## src/rtl/pwm_pkg.sv

```systemverilog
package pwm_pkg;

    typedef enum logic [1:0] {
        ST_IDLE = 2'd0,
        ST_HIGH = 2'd1,
        ST_LOW  = 2'd2
    } pwm_state_e;

    typedef enum logic {
        LOAD_SHADOW    = 1'b0,
        LOAD_IMMEDIATE = 1'b1
    } load_mode_e;

endpackage

```

## src/rtl/pwm_timebase.sv

```systemverilog
module pwm_timebase #(
    parameter int CNT_W = 16
) (
    input  logic             clk,
    input  logic             rst_n,
    input  logic             en,
    input  logic             running,
    input  logic [CNT_W-1:0] period,
    output logic [CNT_W-1:0] cnt_q,
    output logic [CNT_W-1:0] cnt_n,
    output logic             wrap
);

    localparam logic [CNT_W-1:0] CNT_ONE = {{(CNT_W-1){1'b0}}, 1'b1};

    // A start from idle is treated as a wrap so that the shadow value loads.
    always_comb begin
        wrap  = en && (!running || (cnt_q >= period));
        cnt_n = cnt_q;
        if (!en || wrap) begin
            cnt_n = '0;
        end else begin
            cnt_n = cnt_q + CNT_ONE;
        end
    end

    always_ff @(posedge clk) begin
        if (!rst_n) begin
            cnt_q <= '0;
        end else begin
            cnt_q <= cnt_n;
        end
    end

    // a running counter below the terminal count advances by one
    a_r2_count_step: assert property (@(posedge clk) disable iff (!rst_n)
        (en && running && (cnt_q < period)) |=> (cnt_q == $past(cnt_q) + CNT_ONE));

endmodule

```

## src/rtl/pwm_cmp_load.sv

```systemverilog
module pwm_cmp_load
    import pwm_pkg::*;
#(
    parameter int CNT_W = 16
) (
    input  logic             clk,
    input  logic             rst_n,
    input  load_mode_e       mode,
    input  logic             we,
    input  logic [CNT_W-1:0] wdata,
    input  logic             wrap,
    output logic [CNT_W-1:0] act_q,
    output logic [CNT_W-1:0] act_n
);

    logic [CNT_W-1:0] shadow_q;
    logic [CNT_W-1:0] shadow_n;

    always_comb begin
        shadow_n = shadow_q;
        act_n    = act_q;
        unique case (mode)
            LOAD_IMMEDIATE: begin
                if (we) begin
                    act_n = wdata;
                end
            end
            LOAD_SHADOW: begin
                // The old buffer content transfers; a same-cycle write waits.
                if (wrap) begin
                    act_n = shadow_q;
                end
                if (we) begin
                    shadow_n = wdata;
                end
            end
            default: act_n = act_q;
        endcase
    end

    always_ff @(posedge clk) begin
        if (!rst_n) begin
            shadow_q <= '0;
            act_q    <= '0;
        end else begin
            shadow_q <= shadow_n;
            act_q    <= act_n;
        end
    end

    // in shadow mode the active value moves only on a wrap edge
    a_r5_shadow_hold: assert property (@(posedge clk) disable iff (!rst_n)
        (mode == LOAD_SHADOW && !wrap) |=> $stable(act_q));

    // in immediate mode a write is active after one edge
    a_r6_imm_take: assert property (@(posedge clk) disable iff (!rst_n)
        (mode == LOAD_IMMEDIATE && we) |=> (act_q == $past(wdata)));

endmodule

```

## src/rtl/pwm_out_fsm.sv

```systemverilog
module pwm_out_fsm
    import pwm_pkg::*;
#(
    parameter int CNT_W = 16
) (
    input  logic             clk,
    input  logic             rst_n,
    input  logic             en,
    input  logic             wrap,
    input  logic [CNT_W-1:0] cnt_q,
    input  logic [CNT_W-1:0] cnt_n,
    input  logic [CNT_W-1:0] act_q,
    input  logic [CNT_W-1:0] act_n,
    output logic             running,
    output logic             pwm_out,
    output logic             cmp_evt,
    output logic             zero_evt
);

    pwm_state_e state_q;
    pwm_state_e state_n;
    logic       pwm_q;

    always_comb begin
        state_n = state_q;
        unique case (state_q)
            ST_IDLE: begin
                if (en) begin
                    state_n = (cnt_n == act_n) ? ST_LOW : ST_HIGH;
                end
            end
            ST_HIGH, ST_LOW: begin
                if (!en) begin
                    state_n = ST_IDLE;
                end else if (cnt_n == act_n) begin
                    state_n = ST_LOW;       // clear wins over set at zero
                end else if (wrap) begin
                    state_n = ST_HIGH;
                end
            end
            default: state_n = ST_IDLE;
        endcase
    end

    // State register
    always_ff @(posedge clk) begin
        if (!rst_n) begin
            state_q <= ST_IDLE;
        end else begin
            state_q <= state_n;
        end
    end

    // Registered output level
    always_ff @(posedge clk) begin
        if (!rst_n) begin
            pwm_q <= 1'b0;
        end else begin
            pwm_q <= (state_n == ST_HIGH);
        end
    end

    assign running  = (state_q != ST_IDLE);
    assign pwm_out  = pwm_q;
    assign cmp_evt  = running && (cnt_q == act_q);
    assign zero_evt = running && (cnt_q == '0);

    // a match cycle always shows a low output
    a_r4_evt_low: assert property (@(posedge clk) disable iff (!rst_n)
        cmp_evt |-> !pwm_out);

    // a zero cycle without a match shows a high output
    a_r3_zero_high: assert property (@(posedge clk) disable iff (!rst_n)
        (zero_evt && !cmp_evt) |-> pwm_out);

    // a disabled channel is quiet after one edge
    a_r10_idle_quiet: assert property (@(posedge clk) disable iff (!rst_n)
        !en |=> (!pwm_out && !cmp_evt && !zero_evt));

endmodule

```

## src/rtl/pwm_shadow_cmp.sv

```systemverilog
module pwm_shadow_cmp
    import pwm_pkg::*;
#(
    parameter int CNT_W = 16
) (
    input  logic             clk,
    input  logic             rst_n,
    input  logic             en,
    input  logic [CNT_W-1:0] period,
    input  logic [CNT_W-1:0] cmp_wdata,
    input  logic             cmp_we,
    input  logic             load_mode,
    output logic             pwm_out,
    output logic             cmp_evt,
    output logic             zero_evt
);

    logic [CNT_W-1:0] cnt_q;
    logic [CNT_W-1:0] cnt_n;
    logic [CNT_W-1:0] act_q;
    logic [CNT_W-1:0] act_n;
    logic             wrap;
    logic             running;
    load_mode_e       mode;

    assign mode = load_mode_e'(load_mode);

    pwm_timebase #(.CNT_W(CNT_W)) tb_i (
        .clk     (clk),
        .rst_n   (rst_n),
        .en      (en),
        .running (running),
        .period  (period),
        .cnt_q   (cnt_q),
        .cnt_n   (cnt_n),
        .wrap    (wrap)
    );

    pwm_cmp_load #(.CNT_W(CNT_W)) ld_i (
        .clk   (clk),
        .rst_n (rst_n),
        .mode  (mode),
        .we    (cmp_we),
        .wdata (cmp_wdata),
        .wrap  (wrap),
        .act_q (act_q),
        .act_n (act_n)
    );

    pwm_out_fsm #(.CNT_W(CNT_W)) fsm_i (
        .clk      (clk),
        .rst_n    (rst_n),
        .en       (en),
        .wrap     (wrap),
        .cnt_q    (cnt_q),
        .cnt_n    (cnt_n),
        .act_q    (act_q),
        .act_n    (act_n),
        .running  (running),
        .pwm_out  (pwm_out),
        .cmp_evt  (cmp_evt),
        .zero_evt (zero_evt)
    );

endmodule

```

## config.mk

```make
export PLATFORM = sky130hd
export DESIGN_NAME = pwm_shadow_cmp
export DESIGN_NICKNAME = d
export VERILOG_FILES = /design/src/rtl/pwm_pkg.sv /design/src/rtl/pwm_timebase.sv /design/src/rtl/pwm_cmp_load.sv /design/src/rtl/pwm_out_fsm.sv /design/src/rtl/pwm_shadow_cmp.sv
export SDC_FILE = /design/constraint.sdc
export NUM_CORES = 1
export LEC_CHECK = 0
export ABC_AREA = 1
export BUFFER_PORTS_ARGS = -buffer_cell sky130_fd_sc_hd__buf_2
export CAP_MARGIN = 20
export CORE_UTILIZATION = 59
export DETAILED_ROUTE_END_ITERATION = 16
export PLACE_DENSITY_LB_ADDON = 0.05
export SYNTH_ARGS = -nofsm -noshare
export SYNTH_HDL_FRONTEND = slang
export SYNTH_SLANG_ARGS = --single-unit
export TNS_END_PERCENT = 5
```

## constraint.sdc

```tcl
create_clock -name clk -period 3.4 [get_ports clk]
set_input_delay 0.17 -clock clk [delete_from_list [all_inputs] [get_ports clk]]
set_output_delay 0.17 -clock clk [all_outputs]
set_load 0.01 [all_outputs]
```

==> results.py <==
metrics = {
    "cts": {
        "cts_buffers": 5,
        "clk_path_buf_depth": 2,
        "cts_tree": "done",
        "cts_resized": 0,
        "cts_setup_buffers": 0,
        "clock-sinks": 51,
        "htree_levels": 2,
        "clk_latency_ns": 0.31,
        "cts-hold-fix-buffers": 0,
        "cts.clk_slew.worst_paths_ns": 0.10,
        "cts_root_buf": "clkbuf_8",
    },
    "detailed_routing": {
        "viasPerCell": 5.572,
        "wl_per_cell_um": 13.53,
        "drtIter0Drc": 264,
        "vias": 3733,
        "drc": 0,
        "antenna_left": 0,
        "postRouteWirelength_um": 9068,
        "first_pass_iters": 4,
    },
    "synthesis": {
        "synth_nets": 622,
        "yosysSeqAreaShare": 0.2890,
        "synth-async-reset-ratio": 0,
        "synth_edf_count": 0,
        "yosys_warnings": 0,
        "synthCells": 565,
        "yosysTopAreaCellShare": 0.2890,
        "post-synth-top-count-cell": "nand2_1",
        "ys_types": 35,
        "yosysTopAreaCell": "dfxtp_1",
        "syn_area_mm2": 0.003533,
        "ys.flop_type": "dfxtp_1",
        "synth.avg_cell_area_um2": 6.254,
        "synth_seq_cells": 51,
        "synth_area_leaders": "dfxtp_1, nand2_1, nor2_1",
        "ys_top_cells_by_count": "nand2_1, nor2_1, nand3_1, inv_1, dfxtp_1",
    },
    "grt": {
        "grt_pass1_wl_um": 14950,
        "grt_pass1_vias": 3391,
        "gr-usage-all-layers": 0.3025,
        "grt_max_degree": 27,
        "antenna_found_initial": 0,
        "grt.overflow.total": 0,
    },
    "floorplanning": {
        "die_y_um": 79.39,
        "fp.dieW_um": 79.39,
        "initial_utilization": 0.6263,
        "core_area_mm2": 0.005642,
        "pin_count": 40,
        "rows": 27,
        "die-area_mm2": 0.006302,
    },
    "placement": {
        "placed_cell_area_mm2": 0.003752,
        "hpwlAfterDp_um": 7043,
        "gp_congestion": 0.9518,
        "io_buffers": 39,
    },
    "timing": {
        "tightest_slew_ns": 0.8357,
        "finalHoldViolations": 0,
        "period_needed_ns": 2.936,
        "tns_ns": 0,
        "setup_viol": 0,
        "rsz0062_at_grt": "no",
        "report.final.slew_viol_count": 0,
        "slew_headroom": 0.4394,
        "max_freq_mhz": 340.6,
        "finalClockSkew_ns": 0.01042,
        "timing.final.crit_share": 0.8636,
    },
    "finish": {
        "final_net_count": 654,
        "area_delta_synth_final_pct": 9.525,
        "final_area_mm2": 0.003870,
        "diodes": 0,
        "drive_above_1_share": 0.1321,
    },
    "outcome": {
        "outcome": "finished, final reports clean",
    },
    "power": {
        "p_per_area_mw_per_mm2": 357.1,
        "power.leakage_nw": 2.017,
        "max-vdd-ir-drop_uv": 259.9,
    },
    "worst_setup_path": {
        "critPathKind": "flip-flop to flip-flop",
        "required_ns": 3.64,
        "crit_arrival_ns": 3.18,
        "cp-start-kind": "flip-flop",
        "crit_fanout": 10,
        "cp-end-kind": "flip-flop",
    },
    "run": {
        "drv_cap": 0,
    },
    "min_path": {
        "hold_path_class": "primary input to flip-flop",
    },
}
## cell families (layout without fill, tap and decap cells)
family,count (synthesis),in the layout,synth area share
and+or+nand+nor,359,359,0.4529
DFF,51,51,0.2890
AOI/OAI and AO/OA,40,40,0.06445
buffers and inverters,84,117,0.09561
adders and majority gates,20,20,0.07082
xor gates and xnor gates,11,11,0.02727
## cell usage in the layout (no fill, tap or decap), types with 2 or more instances in the layout
master    instances
clkinv_2          2
a211oi_1          2
nand3_1          66
buf_2            39
clkinv_1          2
nand2_2          10
xor2_1            6
nand3_2          11
xnor2_1           5
nand4_1           9
nor2_1           98
a21oi_1           7
nand2_1         148
clkbuf_8          6
nor3_1            7
buf_4             2
o21ai_0          24
inv_1            64
nor2_2            3
ha_1             20
dfxtp_1          51
nor4_1            3
## registers in the layout (all words and copies together) (netlist names)
name / cells
fsm_i.pwm_out: 1
fsm_i.state_q: 2
ld_i.shadow_q: 16
ld_i.act_q: 16
tb_i.cnt_q: 16
## worst paths after layout
| check | start | end | slack (ns) | cells after the start |
|---|---|---|---|---|
| max | tb_i.cnt_q[0] | fsm_i.state_q[1] | 0.46 | 23 |
| min | cmp_wdata[13] | ld_i.shadow_q[13] | 0.09 | 3 |
| max reg2reg | tb_i.cnt_q[0] | fsm_i.state_q[1] | 0.46 | 23 |
| min reg2reg | ld_i.shadow_q[6] | ld_i.shadow_q[6] | 0.53 | 2 |
## metrics by stage
| stage | util | setup slack, ns | total power [W] | instances | hold WS (ns) |
|---|---|---|---|---|---|
| 2_1_floorplan | - | 1.023 | 0.0008689 | 565 | 0.3049 |
| 3_3_place_gp | 0.6651 | 0.5586 | 0.0009340 | 662 | 0.4086 |
| 3_5_place_dp | 0.6651 | 0.5182 | 0.0009423 | 662 | 0.4128 |
| 4_1_cts | 0.6860 | 0.5042 | 0.001383 | 670 | 0.08311 |
| 5_1_grt | 0.6860 | 0.1313 | 0.001445 | 670 | 0.09882 |
| 6_report | 0.6860 | 0.4639 | 0.001382 | 670 | 0.08948 |
## critical path, stage by stage (launching register included)
cell	delay, ns
dfxtp_1	0.42
inv_1	0.12
ha_1	0.29
nand2_1	0.06
nor2_1	0.04
nor2_1	0.07
nand2_1	0.06
nand2_1	0.06
nand2_1	0.08
nand2_1	0.14
nand3_2	0.17
clkinv_2	0.19
nand3_1	0.20
nand3_1	0.15
nand2_1	0.06
nor2_1	0.14
nand2_1	0.09
nor2_2	0.10
nand2_2	0.08
nand2_2	0.07
nand3_1	0.07
nand2_1	0.10
nand2_1	0.07
nor2_2	0.07
## report_power, final
part	internal, W	switching [W]	total [W]
sequential	0.000628	0.0000288	0.000657
clock	0.000238	0.000210	0.000448
combinational	0.000102	0.000175	0.000277
total	0.000968	0.000414	0.00138
## per-layer routing
layer  vias up  GRT usage  wire length, um
met5         -          0                0
met4         0     0.1055              181
met3        19    0.04114              553
met2       131     0.5181             4118
met1      1713     0.3874             4215
li1       1870          -                -
## area by class of cell
cell class	instances	area [um^2]
clock buffer	6	82.58
clock inverter	2	35.03
inverter	68	256.5
fill	527	1772
sequential	51	1021
tap	72	90.09
multi-input combinational	430	2175
timing repair buffer	41	210.2
(Power assumes the default switching activity.)
